[src/rtl/bbm_pkg.sv]
package bbm_pkg;

    localparam int unsigned BBM_DEF_DIM = 16;

    function automatic int unsigned bbm_cnt_width(input int unsigned max_val);
        return $clog2(max_val + 1);
    endfunction

endpackage

[src/rtl/bbm_row_match.sv]
module bbm_row_match #(
    parameter int unsigned W  = 16,
    parameter int unsigned CW = bbm_pkg::bbm_cnt_width(W)
) (
    input  logic [W-1:0]  row_a,
    input  logic [W-1:0]  row_b,
    output logic [CW-1:0] mism
);
    logic [W-1:0] diff;

    assign diff = row_a ^ row_b;

    always_comb begin
        mism = '0;
        for (int i = 0; i < int'(W); i++) begin
            mism = mism + CW'(diff[i]);
        end
    end
endmodule

[src/rtl/bbm_row_stage.sv]
module bbm_row_stage #(
    parameter int unsigned DIM = 16,
    parameter int unsigned CW  = bbm_pkg::bbm_cnt_width(DIM)
) (
    input  logic                     clk,
    input  logic                     rst,
    input  logic                     in_valid,
    input  logic [DIM*DIM-1:0]       cur_blk,
    input  logic [DIM*DIM-1:0]       cand_blk,
    output logic                     rows_valid,
    output logic [DIM-1:0][CW-1:0]   row_cnt
);
    logic [DIM-1:0][CW-1:0] row_cnt_d;

    for (genvar r = 0; r < DIM; r++) begin : g_row
        bbm_row_match #(.W(DIM), .CW(CW)) u_match (
            .row_a (cur_blk[r*DIM +: DIM]),
            .row_b (cand_blk[r*DIM +: DIM]),
            .mism  (row_cnt_d[r])
        );
    end

    always_ff @(posedge clk) begin
        if (rst) begin
            rows_valid <= 1'b0;
            row_cnt    <= '0;
        end else begin
            rows_valid <= in_valid;
            if (in_valid) begin
                row_cnt <= row_cnt_d;
            end
        end
    end
endmodule

[src/rtl/bbm_sum_stage.sv]
module bbm_sum_stage #(
    parameter int unsigned DIM = 16,
    parameter int unsigned CW  = bbm_pkg::bbm_cnt_width(DIM),
    parameter int unsigned TW  = bbm_pkg::bbm_cnt_width(DIM*DIM)
) (
    input  logic                   clk,
    input  logic                   rst,
    input  logic                   rows_valid,
    input  logic [DIM-1:0][CW-1:0] row_cnt,
    output logic                   sum_valid,
    output logic [TW-1:0]          sum
);
    logic [TW-1:0] sum_d;

    always_comb begin
        sum_d = '0;
        for (int r = 0; r < int'(DIM); r++) begin
            sum_d = sum_d + TW'(row_cnt[r]);
        end
    end

    always_ff @(posedge clk) begin
        if (rst) begin
            sum_valid <= 1'b0;
            sum       <= '0;
        end else begin
            sum_valid <= rows_valid;
            if (rows_valid) begin
                sum <= sum_d;
            end
        end
    end
endmodule

[src/rtl/bbm_cost_unit.sv]
module bbm_cost_unit #(
    parameter int unsigned DIM = bbm_pkg::BBM_DEF_DIM
) (
    input  logic                  clk,
    input  logic                  rst,
    input  logic                  in_valid,
    input  logic [DIM*DIM-1:0]    cur_blk,
    input  logic [DIM*DIM-1:0]    cand_blk,
    output logic                  cost_valid,
    output logic [bbm_pkg::bbm_cnt_width(DIM*DIM)-1:0] cost
);
    localparam int unsigned CW = bbm_pkg::bbm_cnt_width(DIM);
    localparam int unsigned TW = bbm_pkg::bbm_cnt_width(DIM*DIM);

    logic                   rows_valid;
    logic [DIM-1:0][CW-1:0] row_cnt;

    bbm_row_stage #(.DIM(DIM), .CW(CW)) u_rows (
        .clk        (clk),
        .rst        (rst),
        .in_valid   (in_valid),
        .cur_blk    (cur_blk),
        .cand_blk   (cand_blk),
        .rows_valid (rows_valid),
        .row_cnt    (row_cnt)
    );

    bbm_sum_stage #(.DIM(DIM), .CW(CW), .TW(TW)) u_sum (
        .clk        (clk),
        .rst        (rst),
        .rows_valid (rows_valid),
        .row_cnt    (row_cnt),
        .sum_valid  (cost_valid),
        .sum        (cost)
    );
endmodule

[config.mk]
export PLATFORM = sky130hd
export DESIGN_NAME = bbm_cost_unit
export DESIGN_NICKNAME = d
export VERILOG_FILES = /design/src/rtl/bbm_pkg.sv /design/src/rtl/bbm_row_match.sv /design/src/rtl/bbm_row_stage.sv /design/src/rtl/bbm_sum_stage.sv /design/src/rtl/bbm_cost_unit.sv
export SDC_FILE = /design/constraint.sdc
export NUM_CORES = 1
export LEC_CHECK = 0
export BUFFER_PORTS_ARGS = -buffer_cell sky130_fd_sc_hd__buf_4
export CORE_AREA = 3 3 201 203
export DETAILED_ROUTE_END_ITERATION = 7
export DIE_AREA = 0 0 204 206
export PLACE_DENSITY_LB_ADDON = 0.12
export SYNTH_ARGS = -nofsm -noshare
export SYNTH_HDL_FRONTEND = slang
export SYNTH_SLANG_ARGS = --single-unit
export TNS_END_PERCENT = 30
[constraint.sdc]
create_clock -name clk -period 6.1 [get_ports clk]
set_clock_uncertainty 0.05 [all_clocks]
set_input_delay 0.61 -clock clk [delete_from_list [all_inputs] [get_ports clk]]
set_output_delay 0.61 -clock clk [all_outputs]
set_load 0.1 [all_outputs]
==> key figures, run 1 <==
Run status
  • Status: finished clean

CTS
  • Total CTS buffers: 9
  • CTS tree: done
  • CTS HTree Levels: 3
  • Worst-Skew Late Latency: 360 ps
  • Cells resized by post-CTS repair: 0
  • # clock sinks: slightly above 90
  • Clk root buf: clkbuf_16
  • Clock tree buffer depth: 2
  • Cts hold-fix bufs: 0
  • Setup Fix Bufs, Post-CTS: 0
  • Clock Pin Slew Worst Setup and Hold Paths: 70 ps

Power
  • Leak: about 8.4 nW
  • Power Density: around 610 nW/µm²
  • Power, Total: between 10 and 15 mW
  • Max IR drop VDD: between 1000 and 1500 µV

Logic synthesis
  • #FFs+latches synth: between 90 and 100
  • Main synth FF type: dfxtp_1
  • Mean Syn Cell Area: 10.7 µm²
  • Sequential share of the synthesized area: 14.1%
  • Post-synth EDFFs: 0
  • Post-synth ARST share: 0%
  • Syn nets: 2054
  • Mapped Cells: approximately 1200
  • Syn. warnings: 0
  • Yosys cell types: 34
  • Mapped Area: ~13000 µm²

STA
  • Rel. slew slack: a little under two fifths
  • Fin. Hold Viols: 0
  • Setup TNS Final: 0 ps
  • RSZ-0062 raised after global routing: false
  • Peak Freq: around 0.18 GHz
  • Slew Limit Fails: 0
  • Worst-Margin Slew: roughly 930 ps
  • Tcrit/Tclk final: between 90% and 100%
  • Setup ws final: 446 ps
  • Minimum clock period after layout: about 5700 ps
  • Finish-stage setup viols: 0

Placed design
  • I/O Buffers: between 500 and 600
  • Place WS: 438 ps
  • Dpl hpwl: 28700 µm
  • Placer congestion estimate: ~0.77
  • Placed insts: about 2200

Floorplanning
  • Core area: 38600 µm²
  • Die Area: approximately 42000 µm²
  • Die W: about 200 µm
  • Ports: roughly 530
  • Initial Util: between 30% and 40%
  • Die Y: between 200 and 250 µm
  • Site Rows: 72

Routing
  • Via density: about 4.4
  • Drt wl/cell: between 10 and 15 µm
  • Routed WL: between 30000 and 40000 µm
  • Post-route ant nets: 0
  • Residual DRC: 0
  • Detailed Route Iter0 Violations: between 200 and 300
  • Vias after detailed routing: 9818
  • TritonRoute pass-1 iters: 4

Critical path
  • WP data required: ~6300 ps
  • CP bufs+invs: 4
  • Crit path max-delay family: adder cells
  • Max stage delay cell, worst path: fa_1
  • Critical path class: register to register
  • Cells along the critical path: ha_1, fa_1, xor2_1, fa_1, inv_1, fa_1, inv_1, fa_1, fa_1, inv_1, fa_1, inv_1, fa_1, ha_1, fa_1, a211oi_2, or4_1, o311ai_1
  • CP Capture Type: register
  • CP most frequent cell: fa_1
  • Crit path arrival time: roughly 5800 ps
  • CP Max Fanout: 4
  • Worst path max stage delay: 490 ps
  • Crit start category: register

Layout
  • Share of layout cells above drive strength 1: 32.4%
  • N_diodes: 0
  • Commonest non-fill, non-tap cell in the layout: buf_4
  • Most frequent cells in the layout: buf_4, fa_1, xor2_1
  • Final non-filler cell total: roughly 2200
  • Fin nets: roughly 2600
  • Synth-to-Final Area Change: 36.3%

Global routing
  • Initial antenna violation count: 0
  • Grt total ovfl: 0
  • Vias in the first global route: approximately 11000
  • Largest net degree at the start of global routing: 85
  • GRT Overall Usage: ~15%
  • First-pass GRT wire length: slightly above 50000 µm

Run
  • Max-cap violation count: 0

Hold path
  • Hold crit path type: register to register
-- registers in the layout, indices dropped and copies added (netlist names) --
name	count
u_rows.row_cnt	80
u_rows.rows_valid	1
u_sum.sum	9
u_sum.sum_valid	1
-- layout make-up --
class / instances / area [µm²]
inverters: 170 / 638
repair buffers: 526 / 3950
flip-flops and latches: 91 / 1820
well taps: 518 / 648
fillers: 3677 / 21000
clock inverters: 7 / 57.6
clock buffers: 9 / 225
multi-input cells: 920 / 10300
-- synthesized netlist by cell type (5+ instances only) --
cell type	number	area, µm²
fa_1	223	4460
xor2_1	203	1780
inv_1	169	634
ha_1	103	1290
dfxtp_1	91	1820
xnor2_1	73	639
nor2_1	56	210
nand2_1	50	188
a21oi_1	36	180
mux2i_1	36	360
a211oi_1	19	143
a21o_1	19	143
o211ai_1	18	135
buf_2	17	85.1
nor2b_1	17	106
a2111o_1	16	180
or3_1	16	100
o221ai_2	14	210
buf_4	7	52.6
clkbuf_1	5	18.8
-- power by group --
group / total (mW) / switching (mW) / internal (mW)
logic: 9.31 / 5.00 / 4.30
clock network: 0.543 / 0.261 / 0.281
registers: 0.887 / 0.114 / 0.773
total: 10.7 / 5.38 / 5.36
-- routing by layer --
layer | vias up | part of all wire [%] | track usage, %
li1 | 4897 | - | -
met1 | 4635 | 41 | 18.9
met2 | 270 | 53 | 28.1
met3 | 16 | 6.0 | 2.82
met4 | 0 | 0.64 | 2.14
met5 | - | 0 | 0
-- kinds of logic after synthesis --
logic type / after synthesis / share of synthesized area, %
fa+ha+maj: 326 / 44.5
xor+xnor: 276 / 18.7
buf+inv: 202 / 6.35
simple gates: 147 / 5.04
compound gates: 135 / 8.57
flops: 91 / 14.1
mux: 36 / 2.79
-- worst register-to-register path: stages, from the launching register on --
cell,delay [ps]
dfxtp_1,330
ha_1,220
fa_1,400
xor2_1,190
fa_1,480
inv_1,50
fa_1,470
inv_1,50
fa_1,450
fa_1,490
inv_1,50
fa_1,470
inv_1,50
fa_1,430
ha_1,230
fa_1,480
a211oi_2,360
or4_1,170
o311ai_1,90
-- final timing paths --
path	from	end	slack, ps	depth (start not counted)
setup reg to reg	u_rows.row_cnt[0]	u_sum.sum[6]	450	18
hold reg to reg	u_rows.row_cnt[69]	u_rows.row_cnt[69]	430	2
setup / recovery	u_rows.row_cnt[0]	u_sum.sum[6]	450	18
hold / removal	u_rows.row_cnt[69]	u_rows.row_cnt[69]	430	2
-- metrics by stage --
stage	instance area, µm²	hold slack, ps	utilization [%]
after floorplan	12900	390	-
after global placement	17300	400	44.9
after detailed placement	17300	410	44.9
after CTS	17600	427	45.6
after global routing	17600	447	45.6
final	17600	426	45.6
Note: power is estimated with default switching activity, not from simulation.
==> run 2: changes to the inputs <==
==> constraint.sdc (replaced) <==
create_clock -name clk -period 6.1 [get_ports clk]
set_clock_uncertainty 0.05 [all_clocks]
set_input_delay 0.305 -clock clk [delete_from_list [all_inputs] [get_ports clk]]
set_output_delay 0.305 -clock clk [all_outputs]
set_load 0.1 [all_outputs]
==> key figures, run 2 (synthesis gave the netlist of run 1 again) <==
CTS
  • Clock tree buffer depth: 2 (unchanged)
  • Worst-Skew Late Latency: 350 ps (about the same)
  • Setup Fix Bufs, Post-CTS: 0 (unchanged)
  • Clock Pin Slew Worst Setup and Hold Paths: 70 ps (about the same)
  • Cells resized by post-CTS repair: 0 (unchanged)
  • Cts hold-fix bufs: 0 (unchanged)
  • CTS tree: done
  • Total CTS buffers: 9 (unchanged)
  • CTS HTree Levels: 3 (unchanged)
  • Clk root buf: clkbuf_16
  • # clock sinks: 91 (unchanged)

Global routing
  • Grt total ovfl: 0 (unchanged)
  • GRT Overall Usage: 15.1% (-0.087 points)
  • Vias in the first global route: 10785 (+0.19%)
  • Largest net degree at the start of global routing: 65 (-24%)
  • First-pass GRT wire length: 51300 µm (about the same)
  • Initial antenna violation count: 0 (unchanged)

Critical path
  • CP Max Fanout: 4 (unchanged)
  • RR Startpoint: u_rows.row_cnt[0]
  • CP Capture Type: register
  • WP data required: 6280 ps (+30 ps)
  • Critical path class: register to register
  • Reg2reg setup slack: 420 ps (-30 ps)
  • R2r endpoint: u_sum.sum[8]
  • Crit path arrival time: 5860 ps (+60 ps)
  • Cells on worst reg2reg path: 18 (unchanged)
  • Crit start category: register

Placed design
  • I/O Buffers: 524 (unchanged)
  • Dpl hpwl: 28900 µm (+0.70%)
  • Placer congestion estimate: 0.768 (-0.16%)
  • Placed insts: 2225 (unchanged)

Routing
  • Vias after detailed routing: 9825 (+0.071%)
  • Via density: 4.38 (about the same)
  • TritonRoute pass-1 iters: 4 (unchanged)
  • Routed WL: 32100 µm (+0.46%)
  • Detailed Route Iter0 Violations: 356 (+19%)
  • Residual DRC: 0 (unchanged)
  • Post-route ant nets: 0 (unchanged)
  • Drt wl/cell: 14.3 µm (+0.46%)

Layout
  • Most frequent cells in the layout: buf_4, fa_1, xor2_1
  • Register area: 1820 µm² (unchanged)
  • Fill cell count: 3702 (+0.68%)
  • Max reg flops: 80 (unchanged)
  • Top reg by flops: u_rows.row_cnt
  • Multi-input gate area: 10300 µm² (unchanged)
  • N_diodes: 0 (unchanged)
  • Synth-to-Final Area Change: 36.3% (about the same)
  • Final non-filler cell total: 2241 (unchanged)
  • Fin nets: 2559 (unchanged)
  • Share of layout cells above drive strength 1: 32.3% (-0.058 points)
  • Commonest non-fill, non-tap cell in the layout: buf_4
  • Largest regs: u_rows.row_cnt x80, u_sum.sum x9

Power
  • Max IR drop VDD: 969 µV (-14%)
  • Power Density: 609 nW/µm² (about the same)
  • Switching Fraction: 50.2% (+0.083 points)
  • Clock share of power: 5.0% (about the same)
  • Pint: 5.35 mW (-0.13%)
  • Gate power share: 86.8% (about the same)
  • Leak: 8.41 nW (about the same)
  • Sw Pwr: 5.39 mW (+0.21%)
  • Part of the power in registers: 8.3% (about the same)

STA
  • Worst-Margin Slew: 898 ps (-35.1 ps)
  • Setup TNS Final: 0 ps (unchanged)
  • Hold slack final: 415 ps (-10.1 ps)
  • Slew Limit Fails: 0 (unchanged)
  • Finish-stage setup viols: 0 (unchanged)
  • Fin. Hold Viols: 0 (unchanged)
  • Tcrit/Tclk final: 93.1% (+0.42 points)
  • RSZ-0062 raised after global routing: false
  • Minimum clock period after layout: 5680 ps (+25.4 ps)
  • Peak Freq: 0.176 GHz (-0.45%)
  • Rel. slew slack: 40.0% (+2.3 points)

Hold path
  • Hold_sp: u_rows.row_cnt[74]
  • Hold Path Depth: 2 (unchanged)
  • Hold crit path type: register to register
  • Hold endpoint: u_rows.row_cnt[74]

Floorplanning
  • Initial Util: 33.5% (unchanged)
  • Die W: 204 µm (unchanged)
  • Core area: 38600 µm² (unchanged)
  • Site Rows: 72 (unchanged)
  • Ports: 525 (unchanged)
  • Die Area: 42000 µm² (unchanged)
  • Die Y: 206 µm (unchanged)

Run status
  • Status: finished clean

Run
  • Max-cap violation count: 0 (unchanged)
-- run 2: how the worst max path moves through the flow --
stage	startpoint	to	slack [ps]	cells after the start
3_5_place_dp	u_rows.row_cnt[0]	u_sum.sum[6]	410	18
3_3_place_gp	u_rows.row_cnt[0]	u_sum.sum[6]	480	18
5_1_grt	u_rows.row_cnt[0]	u_sum.sum[8]	210	18
6_report	u_rows.row_cnt[0]	u_sum.sum[8]	420	18
4_1_cts	u_rows.row_cnt[0]	u_sum.sum[8]	390	18
2_1_floorplan	u_rows.row_cnt[0]	u_sum.sum[8]	690	18
-- run 2: worst max-delay path, cell delays in order (launching register included) --
cell and delay, ps:
dfxtp_1 330, ha_1 210, fa_1 410, xor2_1 190
fa_1 480, inv_1 50, fa_1 470, inv_1 50
fa_1 450, fa_1 490, inv_1 50, fa_1 470
inv_1 50, fa_1 430, ha_1 250, fa_1 490
a211oi_2 350, o2111a_1 240, nor3_1 50
-- run 2: area by class of cell --
type | count | share of cell area (%)
flip-flops and latches | 91 | 10.3
clock inverters | 6 | 0.277
clock buffers | 10 | 1.30
inverters | 170 | 3.62
multi-input cells | 920 | 58.4
well taps | 518 | 3.68
repair buffers | 526 | 22.4
-- run 2: power by group through the flow --
stage	Sequential (mW)	Combinational [mW]	Clock, mW
after global placement	0.899	9.40	0
after global routing	0.910	10.9	0.573
after floorplan	0.943	7.19	0
final	0.888	9.32	0.534
after detailed placement	0.904	9.56	0
after CTS	0.891	9.62	0.558
-- run 2: through the flow --
step / utilization, % / area (µm²) / worst slack (ps) / power (mW)
floorplan: - / 12900 / 689 / 8.13
global placement: 44.9 / 17300 / 482 / 10.3
detailed placement: 44.9 / 17300 / 406 / 10.5
CTS: 45.6 / 17600 / 389 / 11.1
global route: 45.6 / 17600 / 206 / 12.4
finish: 45.6 / 17600 / 421 / 10.7
-- run 2: metal layers --
| metal | global-route usage (%) | wire length (µm) |
|---|---|---|
| met4 | 2.21 | 210 |
| met1 | 19.0 | 13100 |
| met3 | 2.43 | 1900 |
| met2 | 27.9 | 16900 |
| met5 | 0 | 0 |
==> run 3: changes to the inputs <==
--- a/config.mk
+++ b/config.mk
@@ -10,6 +10,7 @@
 export DETAILED_ROUTE_END_ITERATION = 7
 export DIE_AREA = 0 0 204 206
 export PLACE_DENSITY_LB_ADDON = 0.12
+export REMOVE_ABC_BUFFERS = 1
 export SYNTH_ARGS = -nofsm -noshare
 export SYNTH_HDL_FRONTEND = slang
 export SYNTH_SLANG_ARGS = --single-unit
==> key figures, run 3 (synthesis gave the netlist of run 1 again) <==
Run status
  • Status: finished clean

Critical path
  • Worst path max stage delay: 500 ps (about the same)
  • Crit start category: register
  • CP Launch Point: u_rows.row_cnt[0]
  • Crit path max-delay family: adder cells
  • Cells along the critical path: ha_1, fa_1, xor2_1, fa_1, inv_1, fa_1, inv_1, fa_1, fa_1, inv_1, fa_1, inv_1, fa_1, ha_1, fa_1, a211oi_2, o2111a_1, nor3_1
  • Max stage delay cell, worst path: fa_1
  • CP bufs+invs: 4 (unchanged)
  • Crit path arrival time: 5860 ps (about the same)
  • CP most frequent cell: fa_1
  • CP Max Fanout: 4 (unchanged)
  • Cells on worst reg2reg path: 18 (unchanged)
  • RR Startpoint: u_rows.row_cnt[0]
  • WP data required: 6290 ps (about the same)
  • CP Capture Type: register
  • Levels on crit path: 18 (unchanged)
  • Critical path class: register to register

Routing
  • Residual DRC: 0 (unchanged)
  • TritonRoute pass-1 iters: 4 (unchanged)
  • Post-route ant nets: 0 (unchanged)
  • Via density: 4.39 (+0.17%)
  • Detailed Route Iter0 Violations: 318 (-11%)
  • Vias after detailed routing: 9833 (+0.081%)
  • Drt wl/cell: 14.6 µm (+2.1%)
  • Routed WL: 32700 µm (+2.0%)

Placed design
  • Placer congestion estimate: 0.788 (+2.7%)
  • Dpl hpwl: 29300 µm (+1.4%)
  • Place WS: 404 ps (-1.60 ps)
  • I/O Buffers: 524 (unchanged)

Layout
  • Register area: 1820 µm² (unchanged)
  • Share of layout cells above drive strength 1: 32.3% (about the same)
  • Multi-input gate area: 10300 µm² (unchanged)
  • Top reg by flops: u_rows.row_cnt
  • Commonest non-fill, non-tap cell in the layout: buf_4
  • Most frequent cells in the layout: buf_4, fa_1, xor2_1
  • Fin nets: 2559 (unchanged)
  • N_diodes: 0 (unchanged)
  • Synth-to-Final Area Change: 36.6%
  • Largest regs: u_rows.row_cnt x80, u_sum.sum x9
  • Post-layout util: 45.7% (+0.097 points)
  • Fill cell count: 3692 (-0.27%)
  • Max reg flops: 80 (unchanged)

Floorplanning
  • Initial Util: 33.5% (unchanged)
  • Ports: 525 (unchanged)
  • Site Rows: 72 (unchanged)
  • Die Y: 206 µm (unchanged)
  • Die Area: 42000 µm² (unchanged)
  • Die W: 204 µm (unchanged)
  • Core area: 38600 µm² (unchanged)

Global routing
  • Initial antenna violation count: 0 (unchanged)
  • First-pass GRT wire length: 51900 µm (+1.0%)
  • GRT Overall Usage: 15.4% (+0.30 points)
  • Largest net degree at the start of global routing: 83 (+28%)
  • Vias in the first global route: 10760 (-0.23%)
  • Grt total ovfl: 0 (unchanged)

CTS
  • # clock sinks: 91 (unchanged)
  • CTS HTree Levels: 3 (unchanged)
  • Setup Fix Bufs, Post-CTS: 0 (unchanged)
  • Worst-Skew Late Latency: 350 ps (about the same)
  • Clock Pin Slew Worst Setup and Hold Paths: 60 ps (about the same)
  • Cts hold-fix bufs: 0 (unchanged)
  • Clock tree buffer depth: 2 (unchanged)
  • Clk root buf: clkbuf_16
  • Total CTS buffers: 9 (unchanged)
  • Cells resized by post-CTS repair: 0 (unchanged)
  • CTS tree: done

STA
  • RSZ-0062 raised after global routing: false
  • Rel. slew slack: 39.2% (-0.85 points)
  • Fin. Hold Viols: 0 (unchanged)
  • Setup TNS Final: 0 ps (unchanged)
  • Peak Freq: 0.176 GHz (+0.12%)
  • Worst-Margin Slew: 912 ps (+14.1 ps)
  • Setup ws final: 428 ps (+6.65 ps)
  • Tcrit/Tclk final: 93.0% (-0.11 points)
  • Finish-stage setup viols: 0 (unchanged)
  • Slew Limit Fails: 0 (unchanged)
  • Minimum clock period after layout: 5670 ps (-6.65 ps)

Run
  • Max-cap violation count: 0 (unchanged)

Hold path
  • Hold_sp: u_rows.row_cnt[74]
  • Hold crit path type: register to register
  • Hold Path Depth: 2 (unchanged)

Power
  • Max IR drop VDD: 985 µV (+1.6%)
  • Power Density: 618 nW/µm² (+1.5%)
  • Leak: 8.42 nW (+0.16%)
## run 3: changes by cell type in the layout (fill, tap and decap cells not counted), sizes merged
cell / change
clkinv: -3
bufinv: +2
clkinvlp: +1
inv: -2
## run 3: final cells by class
cell class,instances,share of cell area (%)
Clock buffer,10,1.35
Clock inverter,4,0.432
Inverter,170,3.61
Multi-Input combinational cell,920,58.3
Sequential cell,91,10.3
Tap cell,518,3.67
Timing Repair Buffer,526,22.4
## run 3: per-stage QoR
step / cell area [µm²] / total power, mW / hold slack [ps] / cells
finish: 17700 / 10.9 / 413 / 2239
detailed placement: 17300 / 10.6 / 407 / 2225
floorplan: 12800 / 8.10 / 322 / 1181
CTS: 17700 / 11.3 / 417 / 2239
global placement: 17300 / 10.4 / 401 / 2225
global route: 17700 / 12.6 / 435 / 2239
## run 3: path summary, 6_finish.rpt
kind | to | slack (ps)
worst max register to register | u_sum.sum[8] | 430
worst min register to register | u_rows.row_cnt[74] | 410
worst min-delay path | u_rows.row_cnt[74] | 410
worst max-delay path | u_sum.sum[8] | 430
## run 3: layer usage
layer  wire length, µm  vias to the layer above  global-route usage, %  part of all wire [%]
li1                  -                     4894                      -                     -
met1             12800                     4666                   18.5                    39
met2             17800                      262                   29.4                    54
met3              1880                       11                   2.65                   5.8
met4               201                        0                   2.14                  0.61
met5                 0                        -                      0                     0
## run 3: where the power goes
group | leakage (nW) | switching (mW) | internal, mW
logic | 7.53 | 5.06 | 4.38
registers | 0.748 | 0.112 | 0.774
clock network | 0.151 | 0.232 | 0.366
## run 3: worst register-to-register path, stage by stage (launching register included)
cell and delay (ps):
dfxtp_1 330, ha_1 210, fa_1 410, xor2_1 200, fa_1 500, inv_1 50, fa_1 470, inv_1 50
fa_1 460, fa_1 490, inv_1 50, fa_1 470, inv_1 50, fa_1 430, ha_1 240, fa_1 480
a211oi_2 350, o2111a_1 240, nor3_1 50
